## src/rtl/brk_pkg.sv

```systemverilog
package brk_pkg;

    // One winning event per cycle, in priority order of the arbiter.
    typedef enum logic [2:0] {
        EV_IDLE,
        EV_NMBRK,
        EV_MBRK,
        EV_RETURN,
        EV_MODEWR
    } ev_e;

    typedef struct packed {
        logic bip;
        logic um;
        logic vm;
        logic ums;
        logic vms;
    } stat_t;

    function automatic logic is_entry(ev_e ev);
        return (ev == EV_NMBRK) || (ev == EV_MBRK);
    endfunction

endpackage

```

## src/rtl/brk_arbiter.sv

```systemverilog
module brk_arbiter
    import brk_pkg::*;
(
    input  logic clk,
    input  logic rst_n,
    input  logic mbrk_i,
    input  logic nmbrk_i,
    input  logic irq_i,
    input  logic ie_i,
    input  logic eip_i,
    input  logic rtb_i,
    input  logic mode_wr_i,
    input  logic bip_i,
    output ev_e  ev_o,
    output logic irq_take_o
);

    logic mbrk_ok;

    always_comb begin
        mbrk_ok = mbrk_i && !bip_i && !eip_i;
        ev_o    = EV_IDLE;
        if (nmbrk_i) begin
            ev_o = EV_NMBRK;
        end else if (mbrk_ok) begin
            ev_o = EV_MBRK;
        end else if (rtb_i) begin
            ev_o = EV_RETURN;
        end else if (mode_wr_i) begin
            ev_o = EV_MODEWR;
        end
        irq_take_o = irq_i && ie_i && !bip_i && !is_entry(ev_o);
    end

    // a maskable entry is only chosen while nothing is in progress
    p_mbrk_gate_r5: assert property (@(posedge clk) disable iff (!rst_n)
        (ev_o == EV_MBRK) |-> (!bip_i && !eip_i));

    // interrupt acceptance respects enable and the break-active flag
    p_irq_gate_r8: assert property (@(posedge clk) disable iff (!rst_n)
        irq_take_o |-> (ie_i && !bip_i));

    // a return never wins over a non-maskable pulse
    p_nm_over_ret_r10: assert property (@(posedge clk) disable iff (!rst_n)
        (nmbrk_i && rtb_i) |-> (ev_o != EV_RETURN));

endmodule

```

## src/rtl/brk_status.sv

```systemverilog
module brk_status
    import brk_pkg::*;
(
    input  logic  clk,
    input  logic  rst_n,
    input  ev_e   ev_i,
    input  logic  mode_um_i,
    input  logic  mode_vm_i,
    output stat_t stat_o
);

    stat_t s_d, s_q;

    always_comb begin
        s_d = s_q;
        case (ev_i)
            EV_NMBRK, EV_MBRK: begin
                s_d.ums = s_q.um;
                s_d.vms = s_q.vm;
                s_d.um  = 1'b0;
                s_d.vm  = 1'b0;
                s_d.bip = 1'b1;
            end
            EV_RETURN: begin
                s_d.bip = 1'b0;
                s_d.um  = s_q.ums;
                s_d.vm  = s_q.vms;
            end
            EV_MODEWR: begin
                s_d.um = mode_um_i;
                s_d.vm = mode_vm_i;
            end
            default: ;
        endcase
    end

    always_ff @(posedge clk or negedge rst_n) begin
        if (!rst_n) begin
            s_q <= '0;
        end else begin
            s_q <= s_d;
        end
    end

    assign stat_o = s_q;

    // entry sets the flag and moves the mode bits to the shadows
    p_entry_save_r4: assert property (@(posedge clk) disable iff (!rst_n)
        is_entry(ev_i) |=> (s_q.bip && !s_q.um && !s_q.vm
                            && s_q.ums == $past(s_q.um)
                            && s_q.vms == $past(s_q.vm)));

    // return clears the flag and restores the mode bits
    p_ret_restore_r9: assert property (@(posedge clk) disable iff (!rst_n)
        (ev_i == EV_RETURN) |=> (!s_q.bip && s_q.um == $past(s_q.ums)
                                 && s_q.vm == $past(s_q.vms)));

    // shadows move only on entry
    p_shadow_hold_r11: assert property (@(posedge clk) disable iff (!rst_n)
        !is_entry(ev_i) |=> ($stable(s_q.ums) && $stable(s_q.vms)));

endmodule

```

## src/rtl/brk_redirect.sv

```systemverilog
module brk_redirect
    import brk_pkg::*;
#(
    parameter int          XLEN    = 32,
    parameter int          RAW     = 5,
    parameter logic [XLEN-1:0] VEC = '0,
    parameter int          RET_REG = 16
) (
    input  logic            clk,
    input  logic            rst_n,
    input  ev_e             ev_i,
    input  logic            irq_take_i,
    input  logic [XLEN-1:0] dec_pc_i,
    input  logic [XLEN-1:0] r16_i,
    output logic            redir_o,
    output logic [XLEN-1:0] redir_pc_o,
    output logic            rf_we_o,
    output logic [RAW-1:0]  rf_waddr_o,
    output logic [XLEN-1:0] rf_wdata_o,
    output logic            irq_o
);

    localparam logic [RAW-1:0] RET_IDX = RET_REG[RAW-1:0];

    typedef struct packed {
        logic            redir;
        logic [XLEN-1:0] pc;
        logic            we;
        logic [XLEN-1:0] wdata;
        logic            irq;
    } out_t;

    out_t o_d, o_q;

    always_comb begin
        o_d       = '0;
        o_d.irq   = irq_take_i;
        if (is_entry(ev_i)) begin
            o_d.redir = 1'b1;
            o_d.pc    = VEC;
            o_d.we    = 1'b1;
            o_d.wdata = dec_pc_i;
        end else if (ev_i == EV_RETURN) begin
            o_d.redir = 1'b1;
            o_d.pc    = r16_i;
        end
    end

    always_ff @(posedge clk or negedge rst_n) begin
        if (!rst_n) begin
            o_q <= '0;
        end else begin
            o_q <= o_d;
        end
    end

    assign redir_o    = o_q.redir;
    assign redir_pc_o = o_q.pc;
    assign rf_we_o    = o_q.we;
    assign rf_waddr_o = RET_IDX;
    assign rf_wdata_o = o_q.wdata;
    assign irq_o      = o_q.irq;

    // entry redirects to the vector and writes the decode PC
    p_entry_vec_r3: assert property (@(posedge clk) disable iff (!rst_n)
        is_entry(ev_i) |=> (redir_o && redir_pc_o == VEC && rf_we_o
                            && rf_wdata_o == $past(dec_pc_i)));

    // return redirects to the register 16 value without a write
    p_ret_target_r9: assert property (@(posedge clk) disable iff (!rst_n)
        (ev_i == EV_RETURN) |=> (redir_o && !rf_we_o
                                 && redir_pc_o == $past(r16_i)));

    // an interrupt is never accepted together with a break entry
    p_irq_excl_r7: assert property (@(posedge clk) disable iff (!rst_n)
        !(irq_o && rf_we_o));

endmodule

```

## src/rtl/brk_entry_ctrl.sv

```systemverilog
module brk_entry_ctrl
    import brk_pkg::*;
#(
    parameter int              XLEN     = 32,
    parameter int              RAW      = 5,
    parameter logic [XLEN-1:0] BASE_VEC = '0,
    parameter logic [XLEN-1:0] VEC_OFS  = 'h18,
    parameter int              RET_REG  = 16
) (
    input  logic            clk,
    input  logic            rst_n,
    input  logic            mbrk_req_i,
    input  logic            nmbrk_pulse_i,
    input  logic            irq_req_i,
    input  logic            irq_en_i,
    input  logic            exc_busy_i,
    input  logic            rtb_i,
    input  logic            mode_wr_i,
    input  logic            mode_um_i,
    input  logic            mode_vm_i,
    input  logic [XLEN-1:0] dec_pc_i,
    input  logic [XLEN-1:0] r16_val_i,
    output logic            redir_o,
    output logic [XLEN-1:0] redir_pc_o,
    output logic            rf_we_o,
    output logic [RAW-1:0]  rf_waddr_o,
    output logic [XLEN-1:0] rf_wdata_o,
    output logic            irq_take_o,
    output logic            bip_o,
    output logic            um_o,
    output logic            vm_o,
    output logic            ums_o,
    output logic            vms_o
);

    localparam logic [XLEN-1:0] BRK_VEC = BASE_VEC + VEC_OFS;

    ev_e   ev;
    logic  irq_take;
    stat_t stat;

    brk_arbiter u_arb (
        .clk        (clk),
        .rst_n      (rst_n),
        .mbrk_i     (mbrk_req_i),
        .nmbrk_i    (nmbrk_pulse_i),
        .irq_i      (irq_req_i),
        .ie_i       (irq_en_i),
        .eip_i      (exc_busy_i),
        .rtb_i      (rtb_i),
        .mode_wr_i  (mode_wr_i),
        .bip_i      (stat.bip),
        .ev_o       (ev),
        .irq_take_o (irq_take)
    );

    brk_status u_stat (
        .clk       (clk),
        .rst_n     (rst_n),
        .ev_i      (ev),
        .mode_um_i (mode_um_i),
        .mode_vm_i (mode_vm_i),
        .stat_o    (stat)
    );

    brk_redirect #(
        .XLEN    (XLEN),
        .RAW     (RAW),
        .VEC     (BRK_VEC),
        .RET_REG (RET_REG)
    ) u_redir (
        .clk        (clk),
        .rst_n      (rst_n),
        .ev_i       (ev),
        .irq_take_i (irq_take),
        .dec_pc_i   (dec_pc_i),
        .r16_i      (r16_val_i),
        .redir_o    (redir_o),
        .redir_pc_o (redir_pc_o),
        .rf_we_o    (rf_we_o),
        .rf_waddr_o (rf_waddr_o),
        .rf_wdata_o (rf_wdata_o),
        .irq_o      (irq_take_o)
    );

    assign bip_o = stat.bip;
    assign um_o  = stat.um;
    assign vm_o  = stat.vm;
    assign ums_o = stat.ums;
    assign vms_o = stat.vms;

    // a non-maskable pulse always leaves the flag set
    p_nm_always_r6: assert property (@(posedge clk) disable iff (!rst_n)
        nmbrk_pulse_i |=> (bip_o && redir_o && rf_we_o));

    // a blocked maskable request with nothing else pending changes nothing
    p_mbrk_blocked_r5: assert property (@(posedge clk) disable iff (!rst_n)
        (mbrk_req_i && (bip_o || exc_busy_i) && !nmbrk_pulse_i && !rtb_i)
        |=> !rf_we_o);

endmodule

```

## config.mk

```make
export PLATFORM = sky130hd
export DESIGN_NAME = brk_entry_ctrl
export DESIGN_NICKNAME = d
export VERILOG_FILES = /design/src/rtl/brk_pkg.sv /design/src/rtl/brk_arbiter.sv /design/src/rtl/brk_status.sv /design/src/rtl/brk_redirect.sv /design/src/rtl/brk_entry_ctrl.sv
export SDC_FILE = /design/constraint.sdc
export NUM_CORES = 1
export LEC_CHECK = 0
export ABC_AREA = 1
export BUFFER_PORTS_ARGS = -buffer_cell sky130_fd_sc_hd__buf_2
export CORE_MARGIN = 4
export CORE_UTILIZATION = 44
export CTS_CLUSTER_SIZE = 12
export DETAILED_ROUTE_END_ITERATION = 8
export PLACE_DENSITY = 0.87
export SLEW_MARGIN = 10
export SYNTH_ARGS = -nofsm -noshare
export SYNTH_HDL_FRONTEND = slang
export SYNTH_SLANG_ARGS = --single-unit
```

## constraint.sdc

```tcl
create_clock -name clk -period 1.2 [get_ports clk]
set_input_delay 0.06 -clock clk [delete_from_list [all_inputs] [get_ports clk]]
set_output_delay 0.06 -clock clk [all_outputs]
set_load 0.02 [all_outputs]
```

==> results.cfg, run 1 <==
[detailed_routing]
post-route-drc-count = 0
route.detailed.wl_per_inst_microns = 13.39
drt-vias-per-instance = 4.240
drtPass1Iterations = 4
detailroute.via_count = 2353
drt_iter0_drc = 58
post_route_antenna_net_violation_count = 0
post_detailed_routing_wire_length_microns = 7434

[pwr]
design_power_total_w = 0.005735
power_density_nw_per_um2 = 1248
cell_leakage_power_nw = 2.678
irDropWorstVdd_mv = 0.9624

[sta]
setup_viol = 0
setup_repair_after_global_routing_missed_its_margin = yes
min_period_over_period_pct = 95.45
fmaxAchievable_mhz = 873.0
worst_slack_ns = 0.05454
finalMaxSlewViolations = 0
timing.clock.skew_ns = 0.009090
post-route-min-period_ns = 1.145
total_count_of_hold_check_failures_in_the_final_report = 0

[place]
place.port_buffers = 146
routabilityCongestion = 0.6464
detailed_place.area_sq_um = 3656
pre_cts_slack_ns = 0.03769
dp_hpwl_microns = 4639

[critical_path]
cp.required_ns = 1.47
startpoint_class = register
worstSetupEndpointType = register
critPathKind = reg -> reg
crit_path_max_fanout = 20
critical_path_arrival_ns = 1.41

[grt]
grt_pass1_vias = 2516
grt_first_pass_wirelength_microns = 11450
antenna_found_initial = 0
grt_use_total_pct = 19.88
largest_net_degree_at_the_start_of_global_routing = 73
grt_ovf = 0

[clock_network]
clk-insertion-delay-late_ns = 0.34
cts_htree_levels = 3
clk_pin_slew_ns = 0.07
number_of_buffers_added_by_the_clock_tree_synthesis_step = 9
cts_tree = yes
cts_num_sinks = 72
cts_setup_buffers = 0
cts_root_buf = sky130_fd_sc_hd__clkbuf_8
cts.path.max_buffers = 2

[floorplan]
die_height_microns = 87.58
floorplan_row_count = 28
design.die.area_sq_um = 7670
chipWidth_microns = 87.58
fp.coreArea_sq_um = 6026
starting_density_pct = 46.24
top_level_ports = 152

[synthesis]
async_flop_share_pct = 100.0
synth.yosys.warnings = 0
most_numerous_cell_in_the_yosys_netlist = sky130_fd_sc_hd__dfrtp_1
synth.top_cells.by_area = sky130_fd_sc_hd__dfrtp_1, sky130_fd_sc_hd__nor2_4, sky130_fd_sc_hd__inv_1
post_synth_mux_area_share_pct = 0
synth_enable_flop_cells = 0
synthDominantCellAreaShare_pct = 64.66
synthFlopType = sky130_fd_sc_hd__dfrtp_1
syn-cell-area_sq_um = 2786
largest_family_of_logic_cells_by_synthesized_area = simple AND/OR/NAND/NOR gates
synth_sequential_area_ratio_pct = 64.66
synthDominantAreaCellType = sky130_fd_sc_hd__dfrtp_1
synth_top_cells_by_count = sky130_fd_sc_hd__dfrtp_1, sky130_fd_sc_hd__inv_1, sky130_fd_sc_hd__nor2_1
yosys.area_share.adder_pct = 0
synth-compound-area-share_pct = 0.1796
synth_xor_xnor_area_share_pct = 0
flop_and_latch_count_out_of_synthesis = 72
netlist-cell-type-count = 17
avgSynthCellArea_sq_um = 11.24
basic_gate_share_of_the_synthesized_area_counting_and_or_nand_and_nor_cells_pct = 20.88
netlist_instances = 248

[finish]
fillerInstances = 406
final_cell_area_sq_um = 4597
layout-area-overhead-vs-synth_pct = 64.98
area_of_all_sequential_standard_cells_sq_um = 1803
final_layout_size_suffix_gt1_share_pct = 43.75
finish.net_count = 550
antenna-diode-count = 0
multiInputGateArea_sq_um = 608.1

[flow_run]
max-cap-violations = 0

[run_status]
run_status = complete, no violations

[hold_path]
min-delay-path-class = in -> reg
## cell usage in the layout (no fill, tap or decap), drive strengths merged
cell type    synthesis  routed
dfrtp               72      72
conb                 2       5
dlygate4sd3          0      68
buf                 12     157
nand4                4       4
clkbuf               1      12
nand2               18      18
nor2                65      65
nand3                3       3
bufinv               0       2
inv                 70      70
clkinv               0       3
o21ai                1       1
## cells by family after synthesis
| group | Yosys count |
|---|---|
| and+or+nand+nor | 90 |
| buffers and inverters | 83 |
| DFF | 72 |
| other | 2 |
| AOI/OAI and AO/OA | 1 |
## repair_timing
action,4_1_cts,5_1_grt
hold endpoints to repair,138,0
endpoints found under the setup margin,0,38
hold buffers,68,0
gates resized for setup,0,2
## where the power goes
part	total, W	internal [W]	switching, W	leakage (nW)
Combinational	0.00101	0.000462	0.000544	1.62
Sequential	0.00258	0.00255	0.0000375	0.936
Clock	0.00214	0.00128	0.000864	0.119
Total	0.00574	0.00429	0.00145	2.68
## area by class of cell
class | instances | area share, %
Clock buffer | 11 | 3.293
Clock inverter | 5 | 1.715
Inverter | 70 | 5.770
Multi-Input combinational cell | 96 | 13.23
Sequential cell | 72 | 39.22
Tap cell | 75 | 2.041
Timing Repair Buffer | 226 | 34.73
## flip-flops by register name (all words and copies together) (netlist names)
| signal | flops |
|---|---|
| u_redir.rf_we_o | 1 |
| u_stat.stat_o | 5 |
| u_redir.redir_pc_o | 32 |
| u_redir.rf_wdata_o | 32 |
| u_redir.irq_o | 1 |
| u_redir.redir_o | 1 |
## per-stage QoR
stage               instances  utilization [%]  setup TNS (ns)  hold WS, ns
floorplan                 251                -               0      -0.2356
global placement          470            60.67               0      0.09641
CTS                       554            75.79               0      0.01159
finish                    555            76.29               0      0.03682
detailed placement        470            60.67               0       0.1044
global route              555            76.29        -0.01968      0.03517
## worst max-delay path, stage by stage, from the launching register on
cell,delay (ns)
sky130_fd_sc_hd__dfrtp_2,0.40
sky130_fd_sc_hd__inv_2,0.08
sky130_fd_sc_hd__nand3_4,0.07
sky130_fd_sc_hd__nand2_4,0.07
sky130_fd_sc_hd__inv_4,0.05
sky130_fd_sc_hd__buf_12,0.17
sky130_fd_sc_hd__buf_12,0.15
sky130_fd_sc_hd__nor2_1,0.07
## worst paths after layout
kind,start,end,slack (ns),cells past startpoint
setup / recovery,u_stat.stat_o[4],u_redir.rf_wdata_o[2],0.05,7
setup reg to reg,u_stat.stat_o[4],u_redir.rf_wdata_o[2],0.05,7
hold reg to reg,u_stat.stat_o[2],u_stat.stat_o[2],0.51,2
max in group asynchronous,rst_n,u_stat.stat_o[4],0.62,3
min in group asynchronous,rst_n,u_redir.redir_pc_o[14],0.27,3
hold / removal,rtb_i,u_redir.redir_pc_o[3],0.04,3
## per-layer routing
layer / vias up / track usage [%] / share of wire, % / wire length [microns]
li1: 1129 / - / - / -
met3: 24 / 4.986 / 7.8 / 577
met5: - / 0 / 0 / 0
met1: 1092 / 20.35 / 35 / 2571
met4: 0 / 10.46 / 3.5 / 263
met2: 108 / 36.92 / 54 / 4020
No activity file was read; power rests on OpenSTA's default activity.
==> run 2, diff against run 1 <==
--- a/config.mk
+++ b/config.mk
@@ -7,10 +7,11 @@
 export LEC_CHECK = 0
 export ABC_AREA = 1
 export BUFFER_PORTS_ARGS = -buffer_cell sky130_fd_sc_hd__buf_2
-export CORE_MARGIN = 4
+export CORE_MARGIN = 2
 export CORE_UTILIZATION = 44
 export CTS_CLUSTER_SIZE = 12
 export DETAILED_ROUTE_END_ITERATION = 8
+export GPL_TIMING_DRIVEN = 0
 export PLACE_DENSITY = 0.87
 export SLEW_MARGIN = 10
 export SYNTH_ARGS = -nofsm -noshare
==> constraint.sdc (replaced) <==
create_clock -name clk -period 1.23 [get_ports clk]
set_input_delay 0.0615 -clock clk [delete_from_list [all_inputs] [get_ports clk]]
set_output_delay 0.0615 -clock clk [all_outputs]
set_load 0.02 [all_outputs]
==> run 2 against run 1 <==
Combinational power hardly changed; total power rose by 1.2%; first-iteration DRC count decreased by 12%; clock skew down 0.0050 ns; die area down 8.9%; cell count is 0.90% higher; register-to-register slack got worse by 0.04 ns; via count increased by 0.38%; critical path type unchanged; critical endpoint is now u_redir.rf_wdata_o[5]; largest cell class unchanged; largest power group unchanged.
==> results.cfg, run 2 (synthesized netlist as in run 1, its figures left out) <==
[detailed_routing]
detailroute.via_count = 2362
post_detailed_routing_wire_length_microns = 7424
route.detailed.wl_per_inst_microns = 13.26
drt-vias-per-instance = 4.218
post-route-drc-count = 0
post_route_antenna_net_violation_count = 0
drt_iter0_drc = 51
drtPass1Iterations = 4

[grt]
grt_use_total_pct = 21.84
grt_ovf = 0
antenna_found_initial = 0
largest_net_degree_at_the_start_of_global_routing = 45
grt_pass1_vias = 2515
grt_first_pass_wirelength_microns = 11920

[finish]
finish.net_count = 555
layout-area-overhead-vs-synth_pct = 66.23
postLayoutCoreUtil_pct = 76.87
most-common-layout-cells = sky130_fd_sc_hd__buf_2, sky130_fd_sc_hd__dfrtp_1, sky130_fd_sc_hd__dlygate4sd3_1
final_cell_area_sq_um = 4632
final_cells = 560
antenna-diode-count = 0
final_layout_size_suffix_gt1_share_pct = 44.12
final_common_cell = sky130_fd_sc_hd__buf_2

[floorplan]
design.die.area_sq_um = 6986
chipWidth_microns = 83.58
starting_density_pct = 46.24
fp.coreArea_sq_um = 6026
floorplan_row_count = 28
top_level_ports = 152
die_height_microns = 83.58

[sta]
post-route-min-period_ns = 1.213
min_period_over_period_pct = 98.65
finalMaxSlewViolations = 0
timing.hold.ws_ns = 0.03331
total_count_of_hold_check_failures_in_the_final_report = 0
worst_slack_ns = 0.01656
setup_repair_after_global_routing_missed_its_margin = yes
fmaxAchievable_mhz = 824.1
setup_viol = 0
timing.clock.skew_ns = 0.004042

[run_status]
run_status = complete, no violations

[flow_run]
max-cap-violations = 0

[clock_network]
cts_root_buf = sky130_fd_sc_hd__clkbuf_8
cts_htree_levels = 3
clk_pin_slew_ns = 0.08
cts_num_sinks = 72
number_of_buffers_added_by_the_clock_tree_synthesis_step = 9
cts_tree = yes
clk-insertion-delay-late_ns = 0.33
cts.path.max_buffers = 2

[pwr]
power_density_nw_per_um2 = 1253
irDropWorstVdd_mv = 0.9693
cell_leakage_power_nw = 2.696

[place]
place_inst = 472
place.port_buffers = 145
routabilityCongestion = 0.7248
detailed_place.area_sq_um = 3640
pre_cts_slack_ns = -0.07601
dp_hpwl_microns = 4301

[critical_path]
cpMostUsedCell = sky130_fd_sc_hd__inv_2
critical_path_arrival_ns = 1.48
path_cells = inv_2 -> nand3_4 -> nand2_4 -> inv_2 -> buf_8 -> buf_12 -> nor2_4
cp.buffers_inverters = 4
startpoint_class = register
crit_path_max_fanout = 10
critPathKind = reg -> reg
critical_path.slowest_cell = sky130_fd_sc_hd__dfrtp_1
cpLargestDelayFamily = buffers and inverters
cp_slowest_stage_delay_ns = 0.39
worstSetupEndpointType = register
cp.required_ns = 1.49
timing.reg2reg.setup_slack_ns = 0.02

[hold_path]
min-delay-path-class = in -> reg
==> run 2: repair_timing <==
item,in CTS,in global routing
gates resized for setup,7,2
endpoints found under the hold margin,93,1
hold buffers,67,1
endpoints found under the setup margin,42,56
setup buffers,2,2
pin swaps,0,2
==> run 2: worst register-to-register path, cell delays in order, from the launching register on <==
cell and delay [ns]:
sky130_fd_sc_hd__dfrtp_1 0.39, sky130_fd_sc_hd__inv_2 0.10, sky130_fd_sc_hd__nand3_4 0.11, sky130_fd_sc_hd__nand2_4 0.11
sky130_fd_sc_hd__inv_2 0.05, sky130_fd_sc_hd__buf_8 0.14, sky130_fd_sc_hd__buf_12 0.16, sky130_fd_sc_hd__nor2_4 0.09
==> run 2: metal layers <==
layer | track usage [%] | wire length [microns]
met1 | 24.00 | 2762
met2 | 40.29 | 4096
met3 | 5.440 | 425
met4 | 8.358 | 140
met5 | 0 | 0
==> run 2: final cells by class <==
class,count,area [sq um]
Clock buffer,11,151.4
Buffer,13,150.1
Timing Repair Buffer,218,1459
Clock inverter,5,102.6
Fill cell,355,1394
Inverter,70,262.8
Sequential cell,72,1802
Multi-Input combinational cell,96,610.6
Tap cell,75,93.84
==> run 2: final timing paths <==
kind	start	endpoint	cells after the start
worst max-delay path	u_stat.stat_o[4]	u_redir.rf_wdata_o[5]	7
worst min-delay path	mode_wr_i	u_stat.stat_o[3]	4
worst max register to register	u_stat.stat_o[4]	u_redir.rf_wdata_o[5]	7
worst min register to register	u_stat.stat_o[2]	u_stat.stat_o[0]	2
max in group asynchronous	rst_n	u_redir.rf_wdata_o[14]	3
min in group asynchronous	rst_n	u_redir.redir_pc_o[11]	2
==> run 2: power breakdown <==
| part | switching [W] | internal, W |
|---|---|---|
| registers | 0.0000381 | 0.00248 |
| logic | 0.000532 | 0.000451 |
| clock network | 0.000843 | 0.00146 |
| total | 0.00141 | 0.00439 |
==> run 2: through the flow <==
stage / power, W / TNS, ns
after global routing: 0.006061 / -1.681
after detailed placement: 0.003348 / -1.732
final: 0.005803 / 0
after CTS: 0.005843 / 0
after floorplan: 0.003013 / 0
after global placement: 0.003318 / -16.81
